==> config.mk <==
export PLATFORM = sky130hd
export DESIGN_NAME = mbox_irq_flags
export DESIGN_NICKNAME = d
export VERILOG_FILES = /design/src/rtl/mbox_pkg.sv /design/src/rtl/mbox_port_decode.sv /design/src/rtl/mbox_flag_next.sv /design/src/rtl/mbox_irq_flags.sv
export SDC_FILE = /design/constraint.sdc
export NUM_CORES = 1
export LEC_CHECK = 0
export ABC_CLOCK_PERIOD_IN_PS = 850
export BUFFER_PORTS_ARGS = -buffer_cell sky130_fd_sc_hd__buf_2
export CAP_MARGIN = 20
export CORE_AREA = 2 2 39 41
export CTS_CLUSTER_DIAMETER = 50
export DETAILED_ROUTE_END_ITERATION = 12
export DIE_AREA = 0 0 41 43
export GPL_ROUTABILITY_DRIVEN = 1
export PLACE_DENSITY_LB_ADDON = 0.05
export SLEW_MARGIN = 20
export SYNTH_ARGS = -nofsm -noshare
export SYNTH_HDL_FRONTEND = slang
export SYNTH_SLANG_ARGS = --single-unit
export TNS_END_PERCENT = 100
==> constraint.sdc <==
create_clock -name clk -period 0.85 [get_ports clk]
set_input_delay 0.085 -clock clk [delete_from_list [all_inputs] [get_ports clk]]
set_output_delay 0.085 -clock clk [all_outputs]
set_load 0.02 [all_outputs]
==> src/rtl/mbox_pkg.sv <==
package mbox_pkg;

    // Number of ports sharing the memory; index 0 is left, 1 is right.
    localparam int PORTS = 2;

    typedef enum logic {
        SIDE_LEFT  = 1'b0,
        SIDE_RIGHT = 1'b1
    } port_side_e;

    // Control strobes of one port, all active low.
    typedef struct packed {
        logic cs_n;
        logic oe_n;
        logic we_n;
        logic busy_n;
    } port_ctl_t;

    // Registered state of the block: one pending bit per port.
    typedef struct packed {
        logic [PORTS-1:0] pend;
    } flag_state_t;

endpackage

==> src/rtl/mbox_port_decode.sv <==
module mbox_port_decode
    import mbox_pkg::*;
#(
    parameter int                ADDR_W   = 11,
    parameter logic [ADDR_W-1:0] OWN_BOX  = '1,
    parameter logic [ADDR_W-1:0] PEER_BOX = '1
) (
    input  port_ctl_t         ctl,
    input  logic [ADDR_W-1:0] addr,
    output logic              peer_raise,
    output logic              own_drop
);

    logic selected;
    logic writing;
    logic hit_own;
    logic hit_peer;

    always_comb begin
        selected   = ~ctl.cs_n;
        writing    = selected & ~ctl.we_n;
        hit_own    = (addr == OWN_BOX);
        hit_peer   = (addr == PEER_BOX);
        // An inhibited write never reaches the partner's flag.
        peer_raise = writing & ctl.busy_n & hit_peer;
        // A clear needs the port selected with its output enabled; read/write is ignored.
        own_drop   = selected & ~ctl.oe_n & hit_own;
    end

endmodule

==> src/rtl/mbox_flag_next.sv <==
module mbox_flag_next (
    input  logic en,
    input  logic cur,
    input  logic raise,
    input  logic drop,
    output logic nxt
);

    always_comb begin
        if (!en) begin
            nxt = 1'b0;
        end else if (raise) begin
            // A raise outranks a simultaneous clear so a message is never lost.
            nxt = 1'b1;
        end else if (drop) begin
            nxt = 1'b0;
        end else begin
            nxt = cur;
        end
    end

endmodule

==> src/rtl/mbox_irq_flags.sv <==
module mbox_irq_flags
    import mbox_pkg::*;
#(
    parameter int ADDR_W = 11
) (
    input  logic              clk,
    input  logic              rst_n,
    input  logic              func_en,
    input  logic              l_cs_n,
    input  logic              l_oe_n,
    input  logic              l_we_n,
    input  logic              l_busy_n,
    input  logic [ADDR_W-1:0] l_addr,
    input  logic              r_cs_n,
    input  logic              r_oe_n,
    input  logic              r_we_n,
    input  logic              r_busy_n,
    input  logic [ADDR_W-1:0] r_addr,
    output logic              l_irq_n,
    output logic              r_irq_n
);

    // The right port owns the top word, the left port the one below it.
    localparam logic [ADDR_W-1:0] BOX_RIGHT = '1;
    localparam logic [ADDR_W-1:0] BOX_LEFT  = BOX_RIGHT - 1'b1;

    port_ctl_t         ctl_arr  [PORTS];
    logic [ADDR_W-1:0] addr_arr [PORTS];
    logic [PORTS-1:0]  raise_peer;
    logic [PORTS-1:0]  drop_own;
    logic [PORTS-1:0]  pend_nxt;

    flag_state_t state_d;
    flag_state_t state_q;

    always_comb begin
        ctl_arr[SIDE_LEFT]   = '{cs_n: l_cs_n, oe_n: l_oe_n, we_n: l_we_n, busy_n: l_busy_n};
        ctl_arr[SIDE_RIGHT]  = '{cs_n: r_cs_n, oe_n: r_oe_n, we_n: r_we_n, busy_n: r_busy_n};
        addr_arr[SIDE_LEFT]  = l_addr;
        addr_arr[SIDE_RIGHT] = r_addr;
    end

    for (genvar p = 0; p < PORTS; p++) begin : g_port
        localparam logic [ADDR_W-1:0] OWN  = (p == 0) ? BOX_LEFT  : BOX_RIGHT;
        localparam logic [ADDR_W-1:0] PEER = (p == 0) ? BOX_RIGHT : BOX_LEFT;

        mbox_port_decode #(
            .ADDR_W   (ADDR_W),
            .OWN_BOX  (OWN),
            .PEER_BOX (PEER)
        ) u_dec (
            .ctl        (ctl_arr[p]),
            .addr       (addr_arr[p]),
            .peer_raise (raise_peer[p]),
            .own_drop   (drop_own[p])
        );

        // Port p's flag is raised by the other port and dropped by port p itself.
        mbox_flag_next u_next (
            .en    (func_en),
            .cur   (state_q.pend[p]),
            .raise (raise_peer[PORTS-1-p]),
            .drop  (drop_own[p]),
            .nxt   (pend_nxt[p])
        );
    end

    always_comb begin
        state_d      = state_q;
        state_d.pend = pend_nxt;
    end

    always_ff @(posedge clk or negedge rst_n) begin
        if (!rst_n) begin
            state_q <= '0;
        end else begin
            state_q <= state_d;
        end
    end

    // Push-pull outputs, masked at once when the function is off.
    assign l_irq_n = ~(state_q.pend[SIDE_LEFT]  & func_en);
    assign r_irq_n = ~(state_q.pend[SIDE_RIGHT] & func_en);

endmodule

## Yosys cells after proc, flatten, opt, wreduce, memory -nomap -nowiden

Cells that the tools add are included.

| operators by class | value |
|---|---|
| mux-type cells | 6 |
| bitwise gates (word level) | 20 |
| equal/unequal tests | 6 |

Operator list:

| operator | number |
|---|---|
| $eq A11 B11 Y1 const B | 4 |
| $and A1 B1 Y1 | 12 |
| $not A1 Y1 | 8 |
| $mux W1 | 6 |
| $ne A3 B1 Y1 const B | 2 |

| storage, ports and cells | value |
|---|---|
| bits in registers | 2 |
| output and inout bits | 2 |

## Longest topological paths before layout

Gate-level depths: netlist of run 1.

| logic depth | value |
|---|---|
| depth after elaboration | 6 |
| mapped depth | 3 |
| depth with buffers taken out | 3 |

## Cells and area by module

A second synthesis of run 1 with hierarchy kept.

| unflattened totals | value |
|---|---|
| cell total of the unflattened synthesis | 22 |
| area total of the unflattened synthesis | 219.0 µm² |

Modules (own cells, without submodules):

| module | times used | area an instance (µm²) | sequential area each (µm²) | cells each |
|---|---|---|---|---|
| mbox_port_decode (g_port[0].u_dec) | 1 | 65.1 | 0.0 | 7 |
| mbox_irq_flags | 1 | 57.6 | 50.0 | 4 |
| mbox_port_decode (g_port[1].u_dec) | 1 | 53.8 | 0.0 | 7 |
| mbox_flag_next | 2 | 21.3 | 0.0 | 2 |

## Worst setup path after synthesis of run 1

OpenSTA, ideal clock, no wires.

| timing | value |
|---|---|
| path type | in2reg |
| from | in l_cs_n |
| to | reg state_q[1] (netlist name) |
| data arrival time | 0.800 ns |
| buffers on the path | 0 |
| data required time | 0.767 ns |
| stages | 3 |
| slack | -0.033 ns |
| cells stage by stage | nand4b_1 -> or4_1 -> o21ai_0 |

| on the way | value |
|---|---|
| word-level cells in the longest chain between the ends | 6 |
| elaborated cells on any way between the ends | 7 |
| those cells by class | eq/ne: 1; mux: 2; bitwise: 4 |

RTL lines:

| what | line | text |
|---|---|---|
| start: declaration | mbox_irq_flags.sv:9 | `input logic l_cs_n,` |
| $not A1 Y1 (*) | mbox_port_decode.sv:20 | `selected = ~ctl.cs_n;` |
| $and A1 B1 Y1 (*) | mbox_port_decode.sv:21 | `writing = selected & ~ctl.we_n;` |
| $and A1 B1 Y1 (*) (2 in series) | mbox_port_decode.sv:25 | `peer_raise = writing & ctl.busy_n & hit_peer;` |
| $mux W1 | mbox_flag_next.sv:12 | `end else if (raise) begin` |
| $mux W1 | mbox_flag_next.sv:10 | `if (!en) begin` |
| end signal: assignment | mbox_irq_flags.sv:77 | `state_q <= state_d;` |
| end: declaration | mbox_irq_flags.sv:34 | `flag_state_t state_q;` |

Mark *: on every way between the ends. The rest lies on a longest branch, timed or not.
A chain may end at the register's enable or synchronous reset.

## Final worst setup path of run 1

| timing | value |
|---|---|
| from | reg state_q[0] (netlist name) |
| to | out l_irq_n |

| on the way | value |
|---|---|
| word-level cells in the longest chain between the ends | 2 |

RTL lines:

| what | line | text |
|---|---|---|
| $and A1 B1 Y1 | mbox_irq_flags.sv:82 | `assign l_irq_n = ~(state_q.pend[SIDE_LEFT] & func_en);` |
| $not A1 Y1 | mbox_irq_flags.sv:82 |  |
| end: declaration | mbox_irq_flags.sv:19 | `output logic l_irq_n,` |

No other way between the ends.

==> results.sh, run 1 <==
export IMPL_ff2ff_path_depth=3
export IMPL_p_leak_nw=0.221
export IMPL_cp_start_kind="flop"
export IMPL_fp_row_count=14
export IMPL_grt_ovfl_total=0
export IMPL_setup_ws_ns=-0.00145
export IMPL_mostFrequentLayoutCells="32 x buf_2, 3 x nand4b_1, 3 x clkbuf_4, 3 x buf_4"
export IMPL_grt_max_degree=4
export IMPL_largest_reg_flops=2
export IMPL_grt_pass1_vias=308
export IMPL_grt_total_usage_pct=8.12
export IMPL_root_buffer="clkbuf_4"
export IMPL_reg_top3="state_q: 2 flops"
export IMPL_p_per_area_nw_per_um2=912
export IMPL_slew_violations=0
export IMPL_routed_wl_um=675
export IMPL_num_fill_cells=164
export IMPL_violations="negative setup slack"
export IMPL_final_layout_size_suffix_gt1_share_pct=70.5
export IMPL_relSlewSlack_pct=81.3
export IMPL_initial_core_util_pct=12.6
export IMPL_synthCells=20
export IMPL_finalCriticalPeriod_ns=0.851
export IMPL_holdWs_ns=0.139
export IMPL_clk_latency_ns=0.21
export IMPL_grt_pass1_wl_mm=1.03
export IMPL_netlist_area_um2=174
export IMPL_multiInputGateArea_um2=129
export IMPL_peakVddDrop_uv=434
export IMPL_drc=0
export IMPL_cts_buffers=3
export IMPL_pre_cts_ws_ns=-0.156
export IMPL_cp_max_fo=2
export IMPL_vias_per_cell=4.14
export IMPL_dp_hpwl_um=620
export IMPL_cts_sinks=2
export IMPL_cts_htree_levels=1
export IMPL_n_antenna_cell=0
export IMPL_drt_wirelength_per_cell_um=8.77
export IMPL_finalSetupViolCount=1
export IMPL_synth_fp_nets=53
export IMPL_die_width_um=41
export IMPL_synth_distinct_cells=14
export IMPL_r2r_start="state_q[1]"
export IMPL_layout_commonest_cell="buf_2"
export IMPL_min_path_cells=3
export IMPL_ff_latch_area_um2=50.0
export IMPL_clk_path_buf_depth=2
export IMPL_worstSetupPathType="reg2out"
export IMPL_avgSynthCellArea_um2=8.70
export IMPL_tightestPinTransition_ns=0.278
export IMPL_core_area_um2=1380
export IMPL_ys_ff_latch=2
export IMPL_rsz0062_at_grt="yes"
export IMPL_hp_class="in2reg"
export IMPL_fmax_mhz=1170
export IMPL_hold_viol=0
export IMPL_worstPathArrival_ns=0.77
export IMPL_drtAntennaViolNets=0
export IMPL_cp_required_ns=0.76
export IMPL_crit_path_start="state_q[0]"
export IMPL_postLayoutCellArea_um2=437
export IMPL_clkTransAtPathRegs_ns=0.03
export IMPL_max_cap_viol_count=0
export IMPL_holdCritStartpoint="r_we_n"
export IMPL_die_y_um=43
export IMPL_io_buffers=34
export IMPL_gp_congestion=0.577
export IMPL_regMostFlops="state_q"
export IMPL_syn2layout_area_growth_pct=151
export IMPL_tns_ns=-0.00145
export IMPL_yosysWarnings=0
export IMPL_dr_pass1_iters=1
export IMPL_status="finished, violations left"
export IMPL_placedInstanceArea_um2=379
export IMPL_antenna_found_initial=0
export IMPL_cts_tree="yes"
export IMPL_cp_end_kind="primary output"
export IMPL_vias=319
export IMPL_finalCritPeriodShare_pct=100
export IMPL_nets=96
export IMPL_die_area_um2=1760
export IMPL_skew_ns=0
export IMPL_yosysSeqAreaShare_pct=28.8
export IMPL_drt_initial_drc_count=0
export IMPL_utilization_pct=31.6
export IMPL_io_pins=35
-- cells by family after synthesis --
group,share of synthesized area (%)
and+or+nand+nor,63.3
AOI/OAI and AO/OA,7.91
DFF,28.8
-- cell usage after synthesis (all sizes together) --
library cell	instances	area share [%]
dfrtp	2	29
nand2	2	4.3
nand2b	1	3.6
nand3	2	5.8
nand4	2	11
nand4b	3	15
nor3	1	2.9
nor4	2	7.2
nor4bb	1	5.8
o21ai	1	2.9
o2bb2ai	1	5.0
or2	1	3.6
or4	1	4.3
-- stage by stage --
step / instances / power [W]
after floorplan: 20 / 0.000112
after global placement: 72 / 0.000194
after detailed placement: 72 / 0.000195
after CTS: 77 / 0.000408
after global routing: 77 / 0.000425
final: 77 / 0.000398
-- layer usage --
| layer | routed length (um) | up-vias | GRT usage (%) |
|---|---|---|---|
| met1 | 256 | 133 | 8.33 |
| li1 | - | 166 | - |
| met5 | 0 | - | 0 |
| met2 | 335 | 20 | 15.0 |
| met3 | 83 | 0 | 2.09 |
| met4 | 0 | 0 | 2.00 |
-- final cells by class --
type | instances | area share [%]
repair buffers | 38 | 49.3
well taps | 16 | 4.58
flip-flops and latches | 2 | 11.5
clock buffers | 3 | 5.16
multi-input cells | 18 | 29.5
-- power by group --
part / switching (W) / leakage, nW / internal, W
registers: 0.00000000415 / 0.0280 / 0.0000960
logic: 0.0000324 / 0.180 / 0.0000690
clock network: 0.0000459 / 0.0138 / 0.000155
total: 0.0000783 / 0.221 / 0.000320
-- worst max-delay path, stage by stage (launching register included) --
cell and delay, ns:
dfrtp_1 0.36, nand2_2 0.07, buf_6 0.11
-- final timing paths --
path | endpoint | slack (ns)
worst min register to register | state_q[0] | 0.54
worst min-delay path | state_q[0] | 0.14
min in group asynchronous | state_q[1] | 0.18
worst max register to register | state_q[1] | 0.14
worst max-delay path | l_irq_n | -0.001
max in group asynchronous | state_q[0] | 0.57
-- what timing repair did --
action / 4_1_cts / 5_1_grt
pin swaps: 2 / 0
buffers inserted: 1 / 0
gates resized for setup: 6 / 0
endpoints found under the hold margin: 2 / 0
hold buffers: 1 / 0
endpoints found under the setup margin: 2 / 2
Note: power is estimated with default switching activity, not from simulation.
==> inputs of run 2 (changes only) <==
Settings changed: PLACE_DENSITY_LB_ADDON 0.05 to default.
==> results.sh, run 2 (synthesis results as in run 1) <==
export IMPL_crit_buf_inv=1
export IMPL_cts_tree="yes"
export IMPL_cts_htree_levels=1
export IMPL_cp_required_ns=0.76
export IMPL_pre_cts_ws_ns=-0.143
export IMPL_cp_cell_sequence="nand2_2 > buf_6"
export IMPL_cp_end_kind="primary output"
export IMPL_regMostFlops="state_q"
export IMPL_skew_ns=0
export IMPL_p_per_area_nw_per_um2=930
export IMPL_layout_commonest_cell="buf_2"
export IMPL_cts_buffers=3
export IMPL_slew_violations=0
export IMPL_finalCriticalPeriod_ns=0.863
export IMPL_io_pins=35
export IMPL_gp_congestion=0.618
export IMPL_status="finished, violations left"
export IMPL_clk_latency_ns=0.22
export IMPL_grt_max_degree=4
export IMPL_rsz0062_at_grt="yes"
export IMPL_setup_ws_ns=-0.0127
export IMPL_holdWs_ns=0.125
export IMPL_n_antenna_cell=0
export IMPL_max_cap_viol_count=0
export IMPL_initial_core_util_pct=12.6
export IMPL_grt_pass1_vias=317
export IMPL_mostFrequentLayoutCells="32 x buf_2, 3 x nand4b_1, 3 x clkbuf_4, 3 x buf_4"
export IMPL_place_inst=72
export IMPL_drc=0
export IMPL_dp_hpwl_um=691
export IMPL_fp_row_count=14
export IMPL_die_y_um=43
export IMPL_violations="negative setup slack"
export IMPL_antenna_found_initial=0
export IMPL_num_fill_cells=158
export IMPL_cp_max_fo=2
export IMPL_root_buffer="clkbuf_4"
export IMPL_finalCritPeriodShare_pct=101
export IMPL_finalSetupViolCount=1
export IMPL_drtAntennaViolNets=0
export IMPL_final_layout_size_suffix_gt1_share_pct=70.5
export IMPL_p_total_w=0.000406
export IMPL_cp_start_kind="flop"
export IMPL_critical_path_top_delay_family="flip-flops"
export IMPL_syn2layout_area_growth_pct=151
export IMPL_slowest_stage="dfrtp_1"
export IMPL_largest_reg_flops=2
export IMPL_vias=331
export IMPL_reg_top3="state_q: 2 flops"
export IMPL_dr_pass1_iters=4
export IMPL_peakVddDrop_uv=520
export IMPL_drt_wirelength_per_cell_um=9.73
export IMPL_relSlewSlack_pct=79.8
export IMPL_die_area_um2=1760
export IMPL_die_width_um=41
export IMPL_nets=96
export IMPL_clkTransAtPathRegs_ns=0.03
export IMPL_grt_ovfl_total=0
export IMPL_io_buffers=34
export IMPL_fmax_mhz=1160
export IMPL_p_leak_nw=0.221
export IMPL_tightestPinTransition_ns=0.300
export IMPL_drt_initial_drc_count=5
export IMPL_slowest_delay_ns=0.36
export IMPL_routed_wl_um=749
export IMPL_worstSetupPathType="reg2out"
export IMPL_hold_viol=0
export IMPL_grt_total_usage_pct=9.63
export IMPL_core_area_um2=1380
export IMPL_grt_pass1_wl_mm=1.10
export IMPL_clk_path_buf_depth=2
export IMPL_vias_per_cell=4.30
export IMPL_finalNonFillerCells=77
export IMPL_hp_class="in2reg"
export IMPL_cts_sinks=2
export IMPL_worstPathArrival_ns=0.78
[run 2: repair_timing]
item	CTS	global route
cloned	0	0
hold buffers	1	0
setup endpoints to repair	2	2
pin swaps	2	0
setup buffers	1	0
endpoints found under the hold margin	2	0
gates resized for setup	6	0
[run 2: layout make-up]
| cell class | count | area [um^2] | area share [%] |
|---|---|---|---|
| clock buffers | 3 | 22.5 | 5.16 |
| multi-input cells | 18 | 129 | 29.5 |
| flip-flops and latches | 2 | 50.0 | 11.5 |
| well taps | 16 | 20.0 | 4.58 |
| repair buffers | 38 | 215 | 49.3 |
[run 2: worst paths after layout]
| check | startpoint | end | slack [ns] | depth (start not counted) |
|---|---|---|---|---|
| worst max-delay path | state_q[1] | r_irq_n | -0.01 | 2 |
| worst min-delay path | r_we_n | state_q[0] | 0.13 | 3 |
| worst max register to register | state_q[0] | state_q[0] | 0.15 | 3 |
| worst min register to register | state_q[1] | state_q[1] | 0.55 | 2 |
| max in group asynchronous | rst_n | state_q[0] | 0.58 | 2 |
| min in group asynchronous | rst_n | state_q[1] | 0.17 | 2 |
[run 2: where the power goes]
part | switching [W] | total (W) | internal, W | leakage, nW
Sequential | 0.00000000407 | 0.0000960 | 0.0000960 | 0.0280
Combinational | 0.0000321 | 0.000101 | 0.0000691 | 0.180
Clock | 0.0000533 | 0.000209 | 0.000156 | 0.0138
[run 2: worst register-to-register path: cells and delay by family (launching register included)]
kind / cells / cell delay [ns]
DFF: 1 / 0.36
buffers and inverters: 1 / 0.10
and+or+nand+nor: 1 / 0.07
AOI/OAI and AO/OA: 1 / 0.05
[run 2: metrics by stage]
step                      instance area (um^2)  util, %  TNS [ns]
after floorplan                            174        -  -0.00574
after global placement                     379     27.4    -0.237
after detailed placement                   379     27.4    -0.231
after CTS                                  437     31.6   -0.0386
after global routing                       437     31.6   -0.0865
final                                      437     31.6   -0.0127
[run 2: layer usage]
| layer | vias up | global-route usage [%] | wire length [um] |
|---|---|---|---|
| met3 | 2 | 7.85 | 130 |
| met5 | - | 0 | 0 |
| li1 | 170 | - | - |
| met1 | 135 | 9.94 | 290 |
| met2 | 24 | 13.8 | 323 |
| met4 | 0 | 4.00 | 5 |
